==> config.mk <==
export PLATFORM = sky130hd
export DESIGN_NAME = mbrf_top
export DESIGN_NICKNAME = d
export VERILOG_FILES = /design/src/rtl/mbrf_pkg.sv /design/src/rtl/mbrf_bank_map.sv /design/src/rtl/mbrf_phys_array.sv /design/src/rtl/mbrf_status.sv /design/src/rtl/mbrf_top.sv
export SDC_FILE = /design/constraint.sdc
export NUM_CORES = 2
export LEC_CHECK = 0
export ABC_AREA = 1
export BUFFER_PORTS_ARGS = -buffer_cell sky130_fd_sc_hd__buf_2
export CAP_MARGIN = 20
export CORE_MARGIN = 2
export CORE_UTILIZATION = 28
export DETAILED_ROUTE_END_ITERATION = 7
export SLEW_MARGIN = 20
export SYNTH_ARGS = -nofsm -noshare
export SYNTH_HDL_FRONTEND = slang
export SYNTH_SLANG_ARGS = --single-unit
==> constraint.sdc <==
create_clock -name clk -period 5.7 [get_ports clk]
set_input_delay 1.14 -clock clk [delete_from_list [all_inputs] [get_ports clk]]
set_output_delay 1.14 -clock clk [all_outputs]
set_load 0.005 [all_outputs]
==> src/rtl/mbrf_pkg.sv <==
package mbrf_pkg;

  localparam int NLOG     = 16;
  localparam int LIDX_W   = $clog2(NLOG);
  localparam int FAST_LO  = 8;
  localparam int FAST_N   = 7;
  localparam int EXC_LO   = 13;
  localparam int EXC_N    = 2;
  localparam int NEXC     = 4;
  localparam int FAST_BASE = NLOG;
  localparam int EXC_BASE  = FAST_BASE + FAST_N;
  localparam int NPHYS    = EXC_BASE + NEXC * EXC_N;
  localparam int PIDX_W   = $clog2(NPHYS);
  localparam int NSAVED   = NEXC + 1;

  localparam logic [4:0] MD_USER = 5'h10;
  localparam logic [4:0] MD_FAST = 5'h11;
  localparam logic [4:0] MD_IRQ  = 5'h12;
  localparam logic [4:0] MD_SUP  = 5'h13;
  localparam logic [4:0] MD_ABRT = 5'h17;
  localparam logic [4:0] MD_UNDF = 5'h1B;
  localparam logic [4:0] MD_SYS  = 5'h1F;

  typedef enum logic [2:0] {
    BK_SHARED = 3'd0,
    BK_FAST   = 3'd1,
    BK_IRQ    = 3'd2,
    BK_SUP    = 3'd3,
    BK_ABRT   = 3'd4,
    BK_UNDF   = 3'd5
  } bank_e;

  function automatic bank_e bank_of(input logic [4:0] mode);
    case (mode)
      MD_FAST: return BK_FAST;
      MD_IRQ:  return BK_IRQ;
      MD_SUP:  return BK_SUP;
      MD_ABRT: return BK_ABRT;
      MD_UNDF: return BK_UNDF;
      default: return BK_SHARED;
    endcase
  endfunction

endpackage

==> src/rtl/mbrf_bank_map.sv <==
module mbrf_bank_map
  import mbrf_pkg::*;
(
  input  bank_e              bank,
  input  logic [LIDX_W-1:0]  lidx,
  output logic [PIDX_W-1:0]  pidx
);

  logic in_fast_rng;
  logic in_exc_rng;
  logic [2:0] exc_slot;

  always_comb begin
    in_fast_rng = (int'(lidx) >= FAST_LO) && (int'(lidx) < FAST_LO + FAST_N);
    in_exc_rng  = (int'(lidx) >= EXC_LO)  && (int'(lidx) < EXC_LO + EXC_N);
    exc_slot    = 3'(bank) - 3'(BK_IRQ);
    pidx        = PIDX_W'(lidx);
    if (bank == BK_FAST && in_fast_rng) begin
      pidx = PIDX_W'(FAST_BASE + int'(lidx) - FAST_LO);
    end else if (bank != BK_SHARED && bank != BK_FAST && in_exc_rng) begin
      pidx = PIDX_W'(EXC_BASE + int'(exc_slot) * EXC_N + int'(lidx) - EXC_LO);
    end
  end

endmodule

==> src/rtl/mbrf_phys_array.sv <==
module mbrf_phys_array
  import mbrf_pkg::*;
#(
  parameter int DW    = 32,
  parameter int NRD   = 2
)(
  input  logic                     clk,
  input  logic                     we,
  input  logic [PIDX_W-1:0]        w_pidx,
  input  logic [DW-1:0]            w_data,
  input  logic [NRD-1:0][PIDX_W-1:0] r_pidx,
  output logic [NRD-1:0][DW-1:0]   r_data
);

  logic [DW-1:0] mem [NPHYS];

  always_ff @(posedge clk) begin
    if (we) begin
      mem[w_pidx] <= w_data;
    end
  end

  for (genvar g = 0; g < NRD; g++) begin : g_rd
    always_comb begin
      if (we && (w_pidx == r_pidx[g])) begin
        r_data[g] = w_data;
      end else begin
        r_data[g] = mem[r_pidx[g]];
      end
    end
  end

endmodule

==> src/rtl/mbrf_status.sv <==
module mbrf_status
  import mbrf_pkg::*;
#(
  parameter int          DW         = 32,
  parameter logic [DW-1:0] RST_STATUS = DW'(32'h0000_00D3)
)(
  input  logic          clk,
  input  logic          rst_n,
  input  logic          stat_wr_en,
  input  logic [DW-1:0] stat_wr_data,
  input  logic          saved_wr_en,
  input  logic [DW-1:0] saved_wr_data,
  input  logic          restore_cmd,
  output logic [DW-1:0] stat_q,
  output logic [DW-1:0] saved_q,
  output logic          restore_err,
  output bank_e         cur_bank
);

  logic [DW-1:0] stat_r, stat_nx;
  logic          err_r, err_nx;
  logic [DW-1:0] saved_r  [NSAVED];
  logic [DW-1:0] saved_nx [NSAVED];
  logic          saved_en [NSAVED];
  logic          has_saved;
  logic [2:0]    sv_slot;

  always_comb begin
    cur_bank  = bank_of(stat_r[4:0]);
    has_saved = (cur_bank != BK_SHARED);
    sv_slot   = 3'(cur_bank) - 3'd1;
    saved_q   = has_saved ? saved_r[sv_slot] : '0;
  end

  always_comb begin
    stat_nx = stat_r;
    err_nx  = 1'b0;
    if (restore_cmd) begin
      if (has_saved) begin
        stat_nx = saved_r[sv_slot];
      end else begin
        err_nx = 1'b1;
      end
    end else if (stat_wr_en) begin
      stat_nx = stat_wr_data;
    end
  end

  for (genvar g = 0; g < NSAVED; g++) begin : g_saved
    always_comb begin
      saved_en[g] = saved_wr_en && has_saved && (int'(sv_slot) == g);
      saved_nx[g] = saved_wr_data;
    end

    always_ff @(posedge clk or negedge rst_n) begin
      if (!rst_n) begin
        saved_r[g] <= '0;
      end else if (saved_en[g]) begin
        saved_r[g] <= saved_nx[g];
      end
    end
  end

  always_ff @(posedge clk or negedge rst_n) begin
    if (!rst_n) begin
      stat_r <= RST_STATUS;
      err_r  <= 1'b0;
    end else begin
      stat_r <= stat_nx;
      err_r  <= err_nx;
    end
  end

  assign stat_q      = stat_r;
  assign restore_err = err_r;

endmodule

==> src/rtl/mbrf_top.sv <==
module mbrf_top
  import mbrf_pkg::*;
#(
  parameter int DW = 32
)(
  input  logic          clk,
  input  logic          rst_n,
  input  logic [3:0]    rd_a_idx,
  output logic [DW-1:0] rd_a_data,
  input  logic [3:0]    rd_b_idx,
  output logic [DW-1:0] rd_b_data,
  input  logic          wr_en,
  input  logic [3:0]    wr_idx,
  input  logic [DW-1:0] wr_data,
  input  logic          stat_wr_en,
  input  logic [DW-1:0] stat_wr_data,
  output logic [DW-1:0] stat_q,
  input  logic          saved_wr_en,
  input  logic [DW-1:0] saved_wr_data,
  output logic [DW-1:0] saved_q,
  input  logic          restore_cmd,
  output logic          restore_err
);

  localparam int NPORT = 3;
  localparam int NRD   = 2;

  logic [1:0] rst_sync;
  logic       rst_int_n;

  always_ff @(posedge clk or negedge rst_n) begin
    if (!rst_n) begin
      rst_sync <= '0;
    end else begin
      rst_sync <= {rst_sync[0], 1'b1};
    end
  end
  assign rst_int_n = rst_sync[1];

  bank_e cur_bank;

  mbrf_status #(.DW(DW)) u_status (
    .clk           (clk),
    .rst_n         (rst_int_n),
    .stat_wr_en    (stat_wr_en),
    .stat_wr_data  (stat_wr_data),
    .saved_wr_en   (saved_wr_en),
    .saved_wr_data (saved_wr_data),
    .restore_cmd   (restore_cmd),
    .stat_q        (stat_q),
    .saved_q       (saved_q),
    .restore_err   (restore_err),
    .cur_bank      (cur_bank)
  );

  logic [NPORT-1:0][LIDX_W-1:0] l_idx;
  logic [NPORT-1:0][PIDX_W-1:0] p_idx;

  assign l_idx[0] = rd_a_idx;
  assign l_idx[1] = rd_b_idx;
  assign l_idx[2] = wr_idx;

  for (genvar g = 0; g < NPORT; g++) begin : g_map
    mbrf_bank_map u_map (
      .bank (cur_bank),
      .lidx (l_idx[g]),
      .pidx (p_idx[g])
    );
  end

  logic [NRD-1:0][PIDX_W-1:0] r_pidx;
  logic [NRD-1:0][DW-1:0]     r_data;

  assign r_pidx[0] = p_idx[0];
  assign r_pidx[1] = p_idx[1];

  mbrf_phys_array #(.DW(DW), .NRD(NRD)) u_array (
    .clk    (clk),
    .we     (wr_en),
    .w_pidx (p_idx[2]),
    .w_data (wr_data),
    .r_pidx (r_pidx),
    .r_data (r_data)
  );

  assign rd_a_data = r_data[0];
  assign rd_b_data = r_data[1];

endmodule

==> parameters.txt <==
Parameter                              Value

Synth
  Post-synth top area share ... between 40% and 50%
  Ranking of synthesized cells by area ... edfxtp_1, mux2i_1, nand3_1
  Library cells used by synthesis ... 43
  Cell count after synthesis ... between 5k and 6k
  Syn_nets ... just under 6k
  Library cell with the largest summed area after synthesis ... edfxtp_1
  Average size of a mapped cell ... 10.61 um2
  Async set-or-reset flop fraction in the synthesized netlist ... 16.43%
  Flip-flop and latch count after synthesis ... ~1.2k
  Commonest register cell after synthesis ... edfxtp_1
  Number of flops mapped to enable cells by yosys ... approximately 990
  Seq/Total Area, Yosys ... approximately 57%
  Synth warnings ... 0
  Synthesized area ... about 61000 um2

Worst setup path
  Buf+Inv Stages, Crit Path ... 6
  Worst path max stage delay ... 0.56 ns
  Cell type of the slowest stage on the worst timing path ... dfstp_2
  Worst endpoint required time ... about 4.6 ns
  Worst Path Class, Setup ... flip-flop to primary output
  Critical path, cell by cell ... inv_2 > nor3_4 > nand2_4 > clkinv_4 > ha_4 > xor2_2 > ha_2 > inv_1 > fa_2 > xor2_1 > nand3_1 > nand3_2 > nand2_4 > xor2_4 > nor2_4 > buf_12 > nand2_8 > clkbuf_16 > nand2_2 > nand2_1 > buf_2
  Maximum fanout along the worst path ... 7
  Count of cells along the worst register-to-register path ... 19
  Category of the worst setup path launch point ... flip-flop
  Cell repeated most along the worst path ... nand2_4
  Register-to-Register Setup Slack ... 0.89 ns
  CP arrival ... between 4 and 5 ns
  Capturing element type of the critical path ... primary output
  Endpoint of the lowest-slack register-to-register path ... u_array.mem[2][17]$_DFFE_PP_
  Stages on worst setup path ... 21
  Cell family with the largest share of critical-path delay ... simple AND/OR/NAND/NOR gates
  Worst reg2reg path startpoint ... u_status.stat_q[4]$_DFFE_PN1P_

Power and ir drop
  Leakage power total ... 0.02939 uW
  Ratio of total power to cell area ... roughly 360 nW/um2
  Tot Pwr ... ~26000 uW
  Largest voltage drop on the vdd net ... about 0.32 mV

Timing
  Clock skew after layout ... between 0.03 and 0.04 ns
  Transition time of the tightest slew-check pin ... ~1.3 ns
  Worst setup slack after layout ... -0.05993 ns
  Final hold viol count ... 0
  Fmax ... ~0.17 GHz
  Final slew viol count ... 0
  Final critical-path required period ... approximately 5.8 ns
  Unrepaired setup endpoints after global routing ... yes
  Share of the clock period used by the worst path after layout ... 101.1%
  Final-report setup violation count ... 26
  Worst hold slack across all endpoints ... 0.1478 ns
  Tightest slew margin relative to the limit ... between 15 and 20%

Detailed routing
  Via count ... approximately 50k
  Post-detailed-route wirelength per cell ... 26.90 um
  Router iterations before antenna repair ... 7
  Post-DR vias/cell ... 5.506
  Total wirelength of the detailed-routed design ... approximately 240000 um
  Detailed-route DRC error count ... 0
  Final antenna-violating net count ... 0
  Violation count after the first detailed-route iteration ... 6403

Clock network
  Later-pin clock latency in the skew report ... roughly 0.80 ns
  CTS tree ... yes
  Total clock sinks ... around 1.2k
  Buffer type at the clock tree root ... clkbuf_16
  Number of buffers inserted during clock tree synthesis ... roughly 130
  Maximum buffer depth of the clock tree ... 3
  H-Tree Level Count ... 4
  CTS clk-pin slew, worst paths ... around 0.06 ns

Floorplanning
  Vertical extent of the die ... approximately 470 um
  Floorplan die area ... between 200000 and 250000 um2
  Initial Utilization ... 28.15%
  CORE AREA ... between 200000 and 250000 um2
  Die width ... between 400 and 500 um
  Number of primary I/O pins ... ~240
  Number of placement rows ... about 170

Cells and area
  Highest-count cells in the layout ignoring fill and taps ... nand3_1, nand2_1, edfxtp_1
  Layout-stage area growth over the synthesis result ... 19.12%
  Final non-filler cell total ... slightly below 9k
  Fin nets ... 6055
  Most common library cell in the layout ignoring fill and taps ... nand3_1
  Share of cells above drive strength 1 ... 15.69%

GRT
  Initial antenna violation count ... 23
  Via count of the first global-routing pass ... about 47k
  Total track usage ... slightly above 20%
  Met2 layer usage reported by global route ... between 30 and 40%
  Global-route wire length before repair ... 333500 um
  Grt total ovfl ... 0
  GR Util met3 ... 4.058%
  GR peak layer ... met2
  Met1 routing resource usage after global routing ... between 20% and 30%
  Largest net degree at the start of global routing ... approximately 130

Status
  Violated checks ... setup timing
  Outcome ... finished with violations

Place
  Buffers added on ports ... ~240
  Routability congestion estimate from global placement ... a little under 0.9
  Number of cells in the design after placement ... about 8.6k
  Sum of net half-perimeters after detailed placement ... 130500 um

Min path
  Class of the worst hold path ... input port to async pin

Flow run
  Max-cap check violation count ... 0
## metal layers
layer	vias to the layer above	wire, um
met4	12	16520
li1	20970	-
met5	-	84
met1	24360	90000
met2	2892	109900
met3	683	22440
## through the flow
step | utilization (%) | cell area [um2] | setup WS (ns) | setup TNS (ns)
final | 33.53 | 72810 | -0.05993 | -0.5232
after global routing | 33.53 | 72810 | -0.2517 | -9.084
after CTS | 33.03 | 71730 | -0.001316 | -0.001316
after detailed placement | 30.59 | 66430 | 0.07856 | 0
after global placement | 30.59 | 66430 | 0.1692 | 0
after floorplan | - | 61130 | 0.2388 | 0
## what timing repair did
action	in CTS	in global routing
gates cloned	12	10
buffers inserted	23	20
endpoints found under the setup margin	64	64
hold buffers	0	0
gates resized for setup	141	152
pin swaps	26	40
## power by group
| group | switching (uW) | total [uW] | internal, uW |
|---|---|---|---|
| Clock | 3700 | 8330 | 4630 |
| Combinational | 5110 | 7610 | 2490 |
| Sequential | 248 | 10300 | 10000 |
## how the worst max path moves through the flow
stage / slack (ns) / endpoint / startpoint
final: -0.06 / rd_a_data[7] / u_status.stat_q[4]$_DFFE_PN1P_
after global routing: -0.25 / rd_a_data[7] / u_status.stat_q[4]$_DFFE_PN1P_
after CTS: -0.001 / rd_a_data[7] / u_status.stat_q[1]$_DFFE_PN1P_
after detailed placement: 0.08 / rd_b_data[6] / u_status.stat_q[4]$_DFFE_PN1P_
after global placement: 0.17 / rd_b_data[6] / u_status.stat_q[4]$_DFFE_PN1P_
after floorplan: 0.24 / u_array.mem[0][0]$_DFFE_PP_ / u_status.stat_q[4]$_DFFE_PN1P_
## registers in the layout, summed over array words and instances, names as in the netlist
signal,cells
u_array.mem,992
u_status.saved_r,160
u_status.stat_q,32
rst_sync,2
u_status.restore_err,1
## synthesized netlist by cell type, types with 2 or more instances
| master | number |
|---|---|
| nand2_2 | 10 |
| xor2_1 | 11 |
| edfxtp_1 | 992 |
| nand3_1 | 1304 |
| nand3_2 | 3 |
| o21ai_1 | 20 |
| inv_1 | 168 |
| buf_6 | 4 |
| mux2i_1 | 956 |
| nor2_2 | 4 |
| o31ai_1 | 16 |
| nand2_1 | 1134 |
| nor2_1 | 124 |
| o2111ai_1 | 2 |
| mux2_2 | 50 |
| mux2_1 | 30 |
| buf_4 | 3 |
| o21ai_0 | 177 |
| fa_1 | 3 |
| nor3_1 | 2 |
| nand2_4 | 2 |
| clkbuf_1 | 226 |
| ha_1 | 17 |
| inv_2 | 7 |
| nand4_1 | 2 |
| a21oi_1 | 66 |
| nand3b_1 | 2 |
| buf_2 | 137 |
| o21ai_2 | 2 |
| a21oi_2 | 2 |
| clkinv_1 | 2 |
| dfrtp_1 | 190 |
| dfstp_2 | 5 |
| buf_1 | 64 |
| o211ai_1 | 16 |
## area by class of cell
cell class / instances / area [um2]
multi-input combinational: 3963 / 25300
clock inverter: 68 / 609.3
clock buffer: 160 / 3501
antenna: 13 / 32.53
sequential: 1187 / 34680
tap: 2854 / 3571
inverter: 177 / 730.7
timing repair buffer: 461 / 4393
fill: 21450 / 144400
## kinds of logic after synthesis
group / count (synthesis) / synth area share, %
flops: 1187 / 56.73
simple gates: 2590 / 18.74
xor+xnor: 12 / 0.1719
buf+inv: 611 / 4.100
other cells: 1 / 0.006135
mux: 1036 / 17.13
fa+ha+maj: 20 / 0.4462
compound gates: 304 / 2.684
Note: power is estimated with default switching activity, not from simulation.
